### src/rtl/card_rx_pkg.sv
package card_rx_pkg;
  localparam int unsigned NUM_BANKS = 2;
  typedef logic [NUM_BANKS-1:0] bank_vec_t;
endpackage

### src/rtl/card_rx_banks.sv
module card_rx_banks
  import card_rx_pkg::*;
#(
  parameter int unsigned DATA_W = 8,
  parameter int unsigned DEPTH  = 8,
  localparam int unsigned PTR_W = $clog2(DEPTH),
  localparam int unsigned CNT_W = $clog2(DEPTH + 1)
) (
  input  logic              clk,
  input  logic              rst_n,
  input  logic              dc_reset,
  input  logic              in_valid,
  input  logic [DATA_W-1:0] in_data,
  input  logic              in_eof,
  input  logic [CNT_W-1:0]  blk_len,
  input  logic              rd_en,
  output logic [DATA_W-1:0] rd_data,
  output bank_vec_t         full_set,
  output bank_vec_t         drain_done,
  output logic              ovr_set
);

  logic [DATA_W-1:0] mem_q [NUM_BANKS][DEPTH];
  logic              wb_q, wb_d, rb_q, rb_d;
  logic [CNT_W-1:0]  wcnt_q, wcnt_d, rcnt_q, rcnt_d, wcnt_post;
  logic [CNT_W-1:0]  fill_q [NUM_BANKS];
  logic [CNT_W-1:0]  fill_d [NUM_BANKS];
  bank_vec_t         own_q, own_d;
  logic              active, wr_ok, wr_close, eof_close, bank_close, rd_ok, rd_last;

  // decode of this cycle's events
  always_comb begin
    active     = !dc_reset;
    wr_ok      = active && in_valid && !own_q[wb_q];
    ovr_set    = active && in_valid && own_q[wb_q];
    wcnt_post  = wcnt_q + CNT_W'(wr_ok);
    wr_close   = wr_ok && (wcnt_q == CNT_W'(DEPTH - 1));
    eof_close  = active && in_eof && (blk_len < CNT_W'(DEPTH)) &&
                 !wr_close && (wcnt_post != '0);
    bank_close = wr_close || eof_close;
    rd_ok      = active && rd_en && own_q[rb_q];
    rd_last    = rd_ok && (rcnt_q == fill_q[rb_q] - CNT_W'(1));
  end

  // next state
  always_comb begin
    wb_d   = wb_q;
    rb_d   = rb_q;
    wcnt_d = wcnt_q;
    rcnt_d = rcnt_q;
    own_d  = own_q;
    for (int b = 0; b < NUM_BANKS; b++) fill_d[b] = fill_q[b];
    if (!active) begin
      wb_d   = 1'b0;
      rb_d   = 1'b0;
      wcnt_d = '0;
      rcnt_d = '0;
      own_d  = '0;
      for (int b = 0; b < NUM_BANKS; b++) fill_d[b] = '0;
    end else begin
      wcnt_d = wcnt_post;
      if (bank_close) begin
        own_d[wb_q]  = 1'b1;
        fill_d[wb_q] = wr_close ? CNT_W'(DEPTH) : wcnt_post;
        wb_d         = !wb_q;
        wcnt_d       = '0;
      end
      if (rd_ok) begin
        rcnt_d = rcnt_q + CNT_W'(1);
        if (rd_last) begin
          rcnt_d      = '0;
          own_d[rb_q] = 1'b0;
          rb_d        = !rb_q;
        end
      end
    end
  end

  always_ff @(posedge clk or negedge rst_n) begin
    if (!rst_n) begin
      wb_q   <= 1'b0;
      rb_q   <= 1'b0;
      wcnt_q <= '0;
      rcnt_q <= '0;
      own_q  <= '0;
      for (int b = 0; b < NUM_BANKS; b++) fill_q[b] <= '0;
    end else begin
      wb_q   <= wb_d;
      rb_q   <= rb_d;
      wcnt_q <= wcnt_d;
      rcnt_q <= rcnt_d;
      own_q  <= own_d;
      for (int b = 0; b < NUM_BANKS; b++) fill_q[b] <= fill_d[b];
    end
  end

  // storage, written only with the write enable
  always_ff @(posedge clk) begin
    if (wr_ok) mem_q[wb_q][wcnt_q[PTR_W-1:0]] <= in_data;
  end

  assign rd_data = own_q[rb_q] ? mem_q[rb_q][rcnt_q[PTR_W-1:0]] : '0;

  for (genvar b = 0; b < NUM_BANKS; b++) begin : g_bank_evt
    assign full_set[b]   = wr_close && (wb_q == 1'(b));
    assign drain_done[b] = rd_last && (rb_q == 1'(b));
  end


  ovr_both_held_chk: assert property (@(posedge clk) disable iff (!rst_n)
    ovr_set |-> (own_q == '1));


  rd_ptr_in_fill_chk: assert property (@(posedge clk) disable iff (!rst_n)
    own_q[rb_q] |-> (rcnt_q < fill_q[rb_q]));


  wr_ptr_in_bank_chk: assert property (@(posedge clk) disable iff (!rst_n)
    wcnt_q < CNT_W'(DEPTH));

endmodule

### src/rtl/card_rx_flags.sv
module card_rx_flags
  import card_rx_pkg::*;
(
  input  logic      clk,
  input  logic      rst_n,
  input  logic      dc_reset,
  input  bank_vec_t full_set,
  input  bank_vec_t drain_done,
  input  logic      eof_in,
  input  logic      ovr_set,
  input  logic      tmo_set,
  input  logic      stat_rd,
  input  bank_vec_t mask,
  output bank_vec_t full,
  output logic      eof_flag,
  output logic      ovr_flag,
  output logic      tmo_flag,
  output logic      irq
);

  bank_vec_t full_q, full_d;
  logic      eof_q, eof_d, ovr_q, ovr_d, tmo_q, tmo_d;

  always_comb begin
    for (int b = 0; b < NUM_BANKS; b++) begin
      full_d[b] = !dc_reset &&
                  (full_set[b] || (full_q[b] && !stat_rd && !drain_done[b]));
    end
    eof_d = !dc_reset && (eof_in  || (eof_q && !stat_rd));
    ovr_d = !dc_reset && (ovr_set || (ovr_q && !stat_rd));
    tmo_d = !dc_reset && (tmo_set || (tmo_q && !stat_rd));
  end

  always_ff @(posedge clk or negedge rst_n) begin
    if (!rst_n) begin
      full_q <= '0;
      eof_q  <= 1'b0;
      ovr_q  <= 1'b0;
      tmo_q  <= 1'b0;
    end else begin
      full_q <= full_d;
      eof_q  <= eof_d;
      ovr_q  <= ovr_d;
      tmo_q  <= tmo_d;
    end
  end

  assign full     = full_q;
  assign eof_flag = eof_q;
  assign ovr_flag = ovr_q;
  assign tmo_flag = tmo_q;
  assign irq      = (|(full_q & ~mask)) || eof_q;


  drain_clears_full_chk: assert property (@(posedge clk) disable iff (!rst_n)
    (drain_done[0] && !full_set[0]) |=> !full_q[0]);


  status_clears_flags_chk: assert property (@(posedge clk) disable iff (!rst_n)
    (stat_rd && (full_set == '0) && !eof_in && !ovr_set && !tmo_set)
      |=> (full_q == '0) && !eof_q && !ovr_q && !tmo_q);

endmodule

### src/rtl/card_rx_timeout.sv
module card_rx_timeout #(
  parameter int unsigned TMO_W = 16
) (
  input  logic             clk,
  input  logic             rst_n,
  input  logic             dc_reset,
  input  logic             rx_start,
  input  logic             disarm,
  input  logic [TMO_W-1:0] limit,
  output logic             tmo_set
);

  logic             armed_q, armed_d;
  logic [TMO_W-1:0] cnt_q, cnt_d;

  always_comb begin
    armed_d = armed_q;
    cnt_d   = cnt_q;
    tmo_set = 1'b0;
    if (dc_reset) begin
      armed_d = 1'b0;
      cnt_d   = '0;
    end else if (rx_start) begin
      armed_d = 1'b1;
      cnt_d   = '0;
    end else if (armed_q) begin
      if (disarm) begin
        armed_d = 1'b0;
        cnt_d   = '0;
      end else if (cnt_q + TMO_W'(1) == limit) begin
        tmo_set = 1'b1;
        armed_d = 1'b0;
        cnt_d   = '0;
      end else begin
        cnt_d = cnt_q + TMO_W'(1);
      end
    end
  end

  always_ff @(posedge clk or negedge rst_n) begin
    if (!rst_n) begin
      armed_q <= 1'b0;
      cnt_q   <= '0;
    end else begin
      armed_q <= armed_d;
      cnt_q   <= cnt_d;
    end
  end


  expiry_disarms_chk: assert property (@(posedge clk) disable iff (!rst_n)
    tmo_set |=> !armed_q);


  count_below_limit_chk: assert property (@(posedge clk) disable iff (!rst_n)
    armed_q |-> (cnt_q < limit));

endmodule

### src/rtl/card_rx_buffer.sv
module card_rx_buffer
  import card_rx_pkg::*;
#(
  parameter int unsigned DATA_W = 8,
  parameter int unsigned DEPTH  = 8,
  parameter int unsigned TMO_W  = 16,
  localparam int unsigned CNT_W = $clog2(DEPTH + 1)
) (
  input  logic              clk,
  input  logic              rst_n,
  input  logic              in_valid,
  input  logic [DATA_W-1:0] in_data,
  input  logic              in_eof,
  input  logic [CNT_W-1:0]  blk_len,
  input  logic              rx_start,
  input  logic [TMO_W-1:0]  tmo_limit,
  input  logic              rd_en,
  output logic [DATA_W-1:0] rd_data,
  input  logic              stat_rd,
  input  logic              mask_a,
  input  logic              mask_b,
  input  logic              dc_reset,
  output logic              full_a,
  output logic              full_b,
  output logic              eof_flag,
  output logic              ovr_flag,
  output logic              tmo_flag,
  output logic              irq
);

  bank_vec_t full_set, drain_done, full_vec;
  logic      ovr_set, tmo_set;

  card_rx_banks #(.DATA_W(DATA_W), .DEPTH(DEPTH)) u_banks (
    .clk        (clk),
    .rst_n      (rst_n),
    .dc_reset   (dc_reset),
    .in_valid   (in_valid),
    .in_data    (in_data),
    .in_eof     (in_eof),
    .blk_len    (blk_len),
    .rd_en      (rd_en),
    .rd_data    (rd_data),
    .full_set   (full_set),
    .drain_done (drain_done),
    .ovr_set    (ovr_set)
  );

  card_rx_flags u_flags (
    .clk        (clk),
    .rst_n      (rst_n),
    .dc_reset   (dc_reset),
    .full_set   (full_set),
    .drain_done (drain_done),
    .eof_in     (in_eof),
    .ovr_set    (ovr_set),
    .tmo_set    (tmo_set),
    .stat_rd    (stat_rd),
    .mask       ({mask_b, mask_a}),
    .full       (full_vec),
    .eof_flag   (eof_flag),
    .ovr_flag   (ovr_flag),
    .tmo_flag   (tmo_flag),
    .irq        (irq)
  );

  card_rx_timeout #(.TMO_W(TMO_W)) u_timeout (
    .clk      (clk),
    .rst_n    (rst_n),
    .dc_reset (dc_reset),
    .rx_start (rx_start),
    .disarm   ((|full_set) || in_eof),
    .limit    (tmo_limit),
    .tmo_set  (tmo_set)
  );

  assign full_a = full_vec[0];
  assign full_b = full_vec[1];


  ctrl_reset_idle_chk: assert property (@(posedge clk) disable iff (!rst_n)
    dc_reset |=> !full_a && !full_b && !eof_flag && !ovr_flag && !tmo_flag &&
                 (rd_data == '0));

endmodule

### config.mk
export PLATFORM = sky130hd
export DESIGN_NAME = card_rx_buffer
export DESIGN_NICKNAME = d
export VERILOG_FILES = /design/src/rtl/card_rx_pkg.sv /design/src/rtl/card_rx_banks.sv /design/src/rtl/card_rx_flags.sv /design/src/rtl/card_rx_timeout.sv /design/src/rtl/card_rx_buffer.sv
export SDC_FILE = /design/constraint.sdc
export NUM_CORES = 1
export LEC_CHECK = 0
export BUFFER_PORTS_ARGS = -buffer_cell sky130_fd_sc_hd__buf_2
export CELL_PAD_IN_SITES_DETAIL_PLACEMENT = 1
export CELL_PAD_IN_SITES_GLOBAL_PLACEMENT = 2
export CORE_ASPECT_RATIO = 1.1
export CORE_MARGIN = 5
export CORE_UTILIZATION = 39
export DETAILED_ROUTE_END_ITERATION = 8
export PLACE_DENSITY = 0.84
export SKIP_LAST_GASP = 1
export SYNTH_ARGS = -nofsm -noshare
export SYNTH_HDL_FRONTEND = slang
export SYNTH_SLANG_ARGS = --single-unit
### constraint.sdc
create_clock -name clk -period 3.4 [get_ports clk]
set_input_delay 0.34 -clock clk [delete_from_list [all_inputs] [get_ports clk]]
set_output_delay 0.34 -clock clk [all_outputs]
set_load 0.01 [all_outputs]
==> run_results.csv <==
group,metric,value,unit
die,chipWidth,144,µm
route,drt-wirelength-per-cell,20.7,µm
logic_synthesis,syn-cell-area,0.00771,mm²
cells_and_area,insertedDiodeCount,0,
clock_tree,clockRootBuffer,"clkbuf_16",
route,vias,4678,
sta,rsz0062_at_grt,"false",
logic_synthesis,ys_warn_count,0,
cells_and_area,fin_nets,626,
clock_tree,ctsResizeCount,0,
setup_path,path_class,"flop to flop",
logic_synthesis,synthCells,528,
setup_path,cp-start-kind,"flop",
power,p_switching,0.000921,W
logic_synthesis,synth_top_family_by_area,"multiplexers",
cells_and_area,drive_above_1_share,0.253,
logic_synthesis,yosys.area_share.simple,0.117,
power,p_comb_frac,0.044,
power,sw_frac_of_total,0.208,
route,ant_nets,0,
clock_tree,cts_max_path_buffers,2,
logic_synthesis,synth_cell_types,56,
clock_tree,cts_tree,"built",
route,drtIter0Drc,291,
cells_and_area,syn2layout_area_growth,15.2,%
clock_tree,ctsHtreeMaxLevel,4,
logic_synthesis,syn_nets,571,
die,core_area,0.0197,mm²
sta,worst_slew_pin_slew,1.01,ns
grt,antenna_found_initial,0,
power,p_int,0.00350,W
sta,finalCritPeriodShare,0.888,
sta,fin_hold_ws,0.0814,ns
setup_path,path_common_cell,"nand3_1",
clock_tree,clkTransAtPathRegs,0.06,ns
run,drv_cap,0,
die,fp.dieH,157,µm
route,dr.pass1.iters,4,
route,wl,17.5,mm
logic_synthesis,synth-compound-area-share,0.0568,
power,clkPwrFrac,0.444,
die,ios,52,
cells_and_area,final_cells,848,
place,dp_hpwl,12.1,mm
setup_path,slowest_delay,0.45,ns
sta,finalHoldViolCount,0,
power,powerDensity,498,mW/mm²
grt,grt_pass1_wl,28.5,mm
min_path,worstHoldPathType,"input pin to asynchronous set/reset pin",
power,vdd_ir_drop_max,0.362,mV
sta,skew,0.00883,ns
place,place.gp.congestion,0.806,
power,leakage,3.06,nW
die,rows,54,
cells_and_area,final_common_cell,"edfxtp_1",
setup_path,cp.required,3.70,ns
logic_synthesis,synth_edf_count,128,
sta,finalSetupTns,0,ns
setup_path,path_max_fanout,11,
setup_path,crit_arrival,3.32,ns
place,dpl.cell_count,816,
sta,maxSlewHeadroom,0.325,
grt,grt_max_degree,43,
die,dieArea,0.0227,mm²
place,io_buffers,48,
logic_synthesis,synth_xor_area_frac,0.0341,
grt,gr-total-overflow,0,
clock_tree,clkLatencyLatePin,0.43,ns
run_status,status,"completed",
cells_and_area,fillerInstances,1971,
sta,finalMaxSlewViolations,0,
clock_tree,clock_sinks,170,
clock_tree,post_cts_buffers,0,
clock_tree,ctsHoldBuffers,0,
power,pwr-share-seq,0.512,
logic_synthesis,synthFlopType,"edfxtp_1",
setup_path,crit_chain,"ha_1, nand3_1, or2_2, xnor2_1, nor4_1, and4_1, a21oi_2, buf_4, nand3_1, o311ai_0",
sta,min_period,3.02,ns
logic_synthesis,ys_ff_latch,170,
clock_tree,cts_buffers,17,
setup_path,critPathSlowestCell,"dfrtp_1",
sta,setup_violations,0,
place,dp_worst_setup_slack,0.352,ns
sta,worst_slack,0.382,ns
logic_synthesis,synthMuxAreaShare,0.127,
route,drcViolationCount,0,
grt,grt_pass1_vias,5102,
setup_path,end_kind,"flop",
logic_synthesis,avgSynthCellArea,14.6,µm²
die,start_util,0.392,
logic_synthesis,yosys.area_share.adder,0.00812,
grt,grt_usage,0.165,
route,via_per_inst,5.52,
sta,fmax,331,MHz
cells_and_area,mostFrequentLayoutCells,"128 x edfxtp_1, 48 x buf_2, 47 x nor2_1",
logic_synthesis,async_flop_share,0.247,
logic_synthesis,yosysSeqAreaShare,0.635,
-- final timing paths --
check                      slack (ns)                      startpoint                              to  cells after the start
hold reg to reg                  0.53      u_flags.tmo_flag$_DFF_PN0_      u_flags.tmo_flag$_DFF_PN0_                      2
max in group asynchronous        2.62                           rst_n        u_banks.rb_q$_DFFE_PN0P_                      1
setup reg to reg                 0.38  u_timeout.cnt_q[0]$_DFFE_PN0P_  u_timeout.cnt_q[9]$_DFFE_PN0P_                     10
setup / recovery                 0.38  u_timeout.cnt_q[0]$_DFFE_PN0P_  u_timeout.cnt_q[9]$_DFFE_PN0P_                     10
hold / removal                   0.08                           rst_n  u_timeout.cnt_q[0]$_DFFE_PN0P_                      1
min in group clk                 0.19                        in_valid      u_flags.ovr_flag$_DFF_PN0_                      3
-- cells in the mapped netlist (all sizes together) (4+ instances only) --
cell,number,area (µm²)
a21o,6,52.6
a21oi,19,98.9
a22o,4,35.0
buf,17,85.1
clkbuf,13,48.8
dfrtp,42,1050
edfxtp,128,3840
ha,5,62.6
inv,8,30.0
mux2i,7,70.1
mux4,40,901
nand2,30,113
nand2b,7,43.8
nand3,27,148
nand4,4,25.0
nor2,47,176
nor2b,12,75.1
nor3,16,85.1
nor4,7,43.8
o21ai,6,30.0
o311ai,7,61.3
or2,5,31.3
or3,6,37.5
xnor2,21,184
xor2,9,78.8
-- through the flow --
| stage | power, W | utilization | cell area (µm²) |
|---|---|---|---|
| 2_1_floorplan | 0.00240 | - | 7710 |
| 6_report | 0.00442 | 0.452 | 8880 |
| 5_1_grt | 0.00459 | 0.452 | 8880 |
| 3_3_place_gp | 0.00249 | 0.421 | 8280 |
| 3_5_place_dp | 0.00250 | 0.421 | 8280 |
| 4_1_cts | 0.00447 | 0.452 | 8880 |
-- cells by family after synthesis --
kind of cell	count (synthesis)
buffers and inverters	38
AO/OA/AOI/OAI	61
AND/OR/NAND/NOR	176
multiplexers	48
adder cells (fa/ha/maj)	5
XOR/XNOR	30
flip-flops	170
-- registers in the layout (all words and copies together) (netlist names), 2 cells and up --
name and flops:
u_banks.mem_q 128, u_timeout.cnt_q 16, u_banks.fill_q 8, u_banks.rcnt_q 4, u_banks.wcnt_q 4, u_banks.own_q 2, u_flags.full 2
-- critical path: cells and delay by family (launching register included) --
| kind | cells | cell delay (ns) |
|---|---|---|
| simple gates | 5 | 1.12 |
| fa+ha+maj | 1 | 0.28 |
| buf+inv | 1 | 0.27 |
| xor+xnor | 1 | 0.23 |
| flops | 1 | 0.45 |
| compound gates | 2 | 0.52 |
-- layer usage --
metal	part of all wire	vias to the layer above	global-route usage
met1	0.42	2413	0.215
li1	-	2141	-
met3	0.031	21	0.0304
met5	0	-	0
met2	0.53	103	0.282
met4	0.017	0	0.0507
-- power groups by stage --
stage                     Combinational [W]  Sequential [W]  Clock, W
after CTS                          0.000197         0.00226   0.00201
after global routing               0.000214         0.00226   0.00211
final                              0.000193         0.00226   0.00196
after global placement             0.000184         0.00230         0
after floorplan                   0.0000998         0.00230         0
after detailed placement           0.000195         0.00231         0
-- area by class of cell --
cell class                      count  area [µm²]  area share
Sequential cell                   170        4900       0.552
Clock inverter                     11         160      0.0180
Clock buffer                       21         440      0.0496
Multi-Input combinational cell    320        2650       0.298
Inverter                            8        30.0     0.00338
Tap cell                          252         315      0.0355
Timing Repair Buffer               66         388      0.0437
Power figures use the tool's default switching activity.
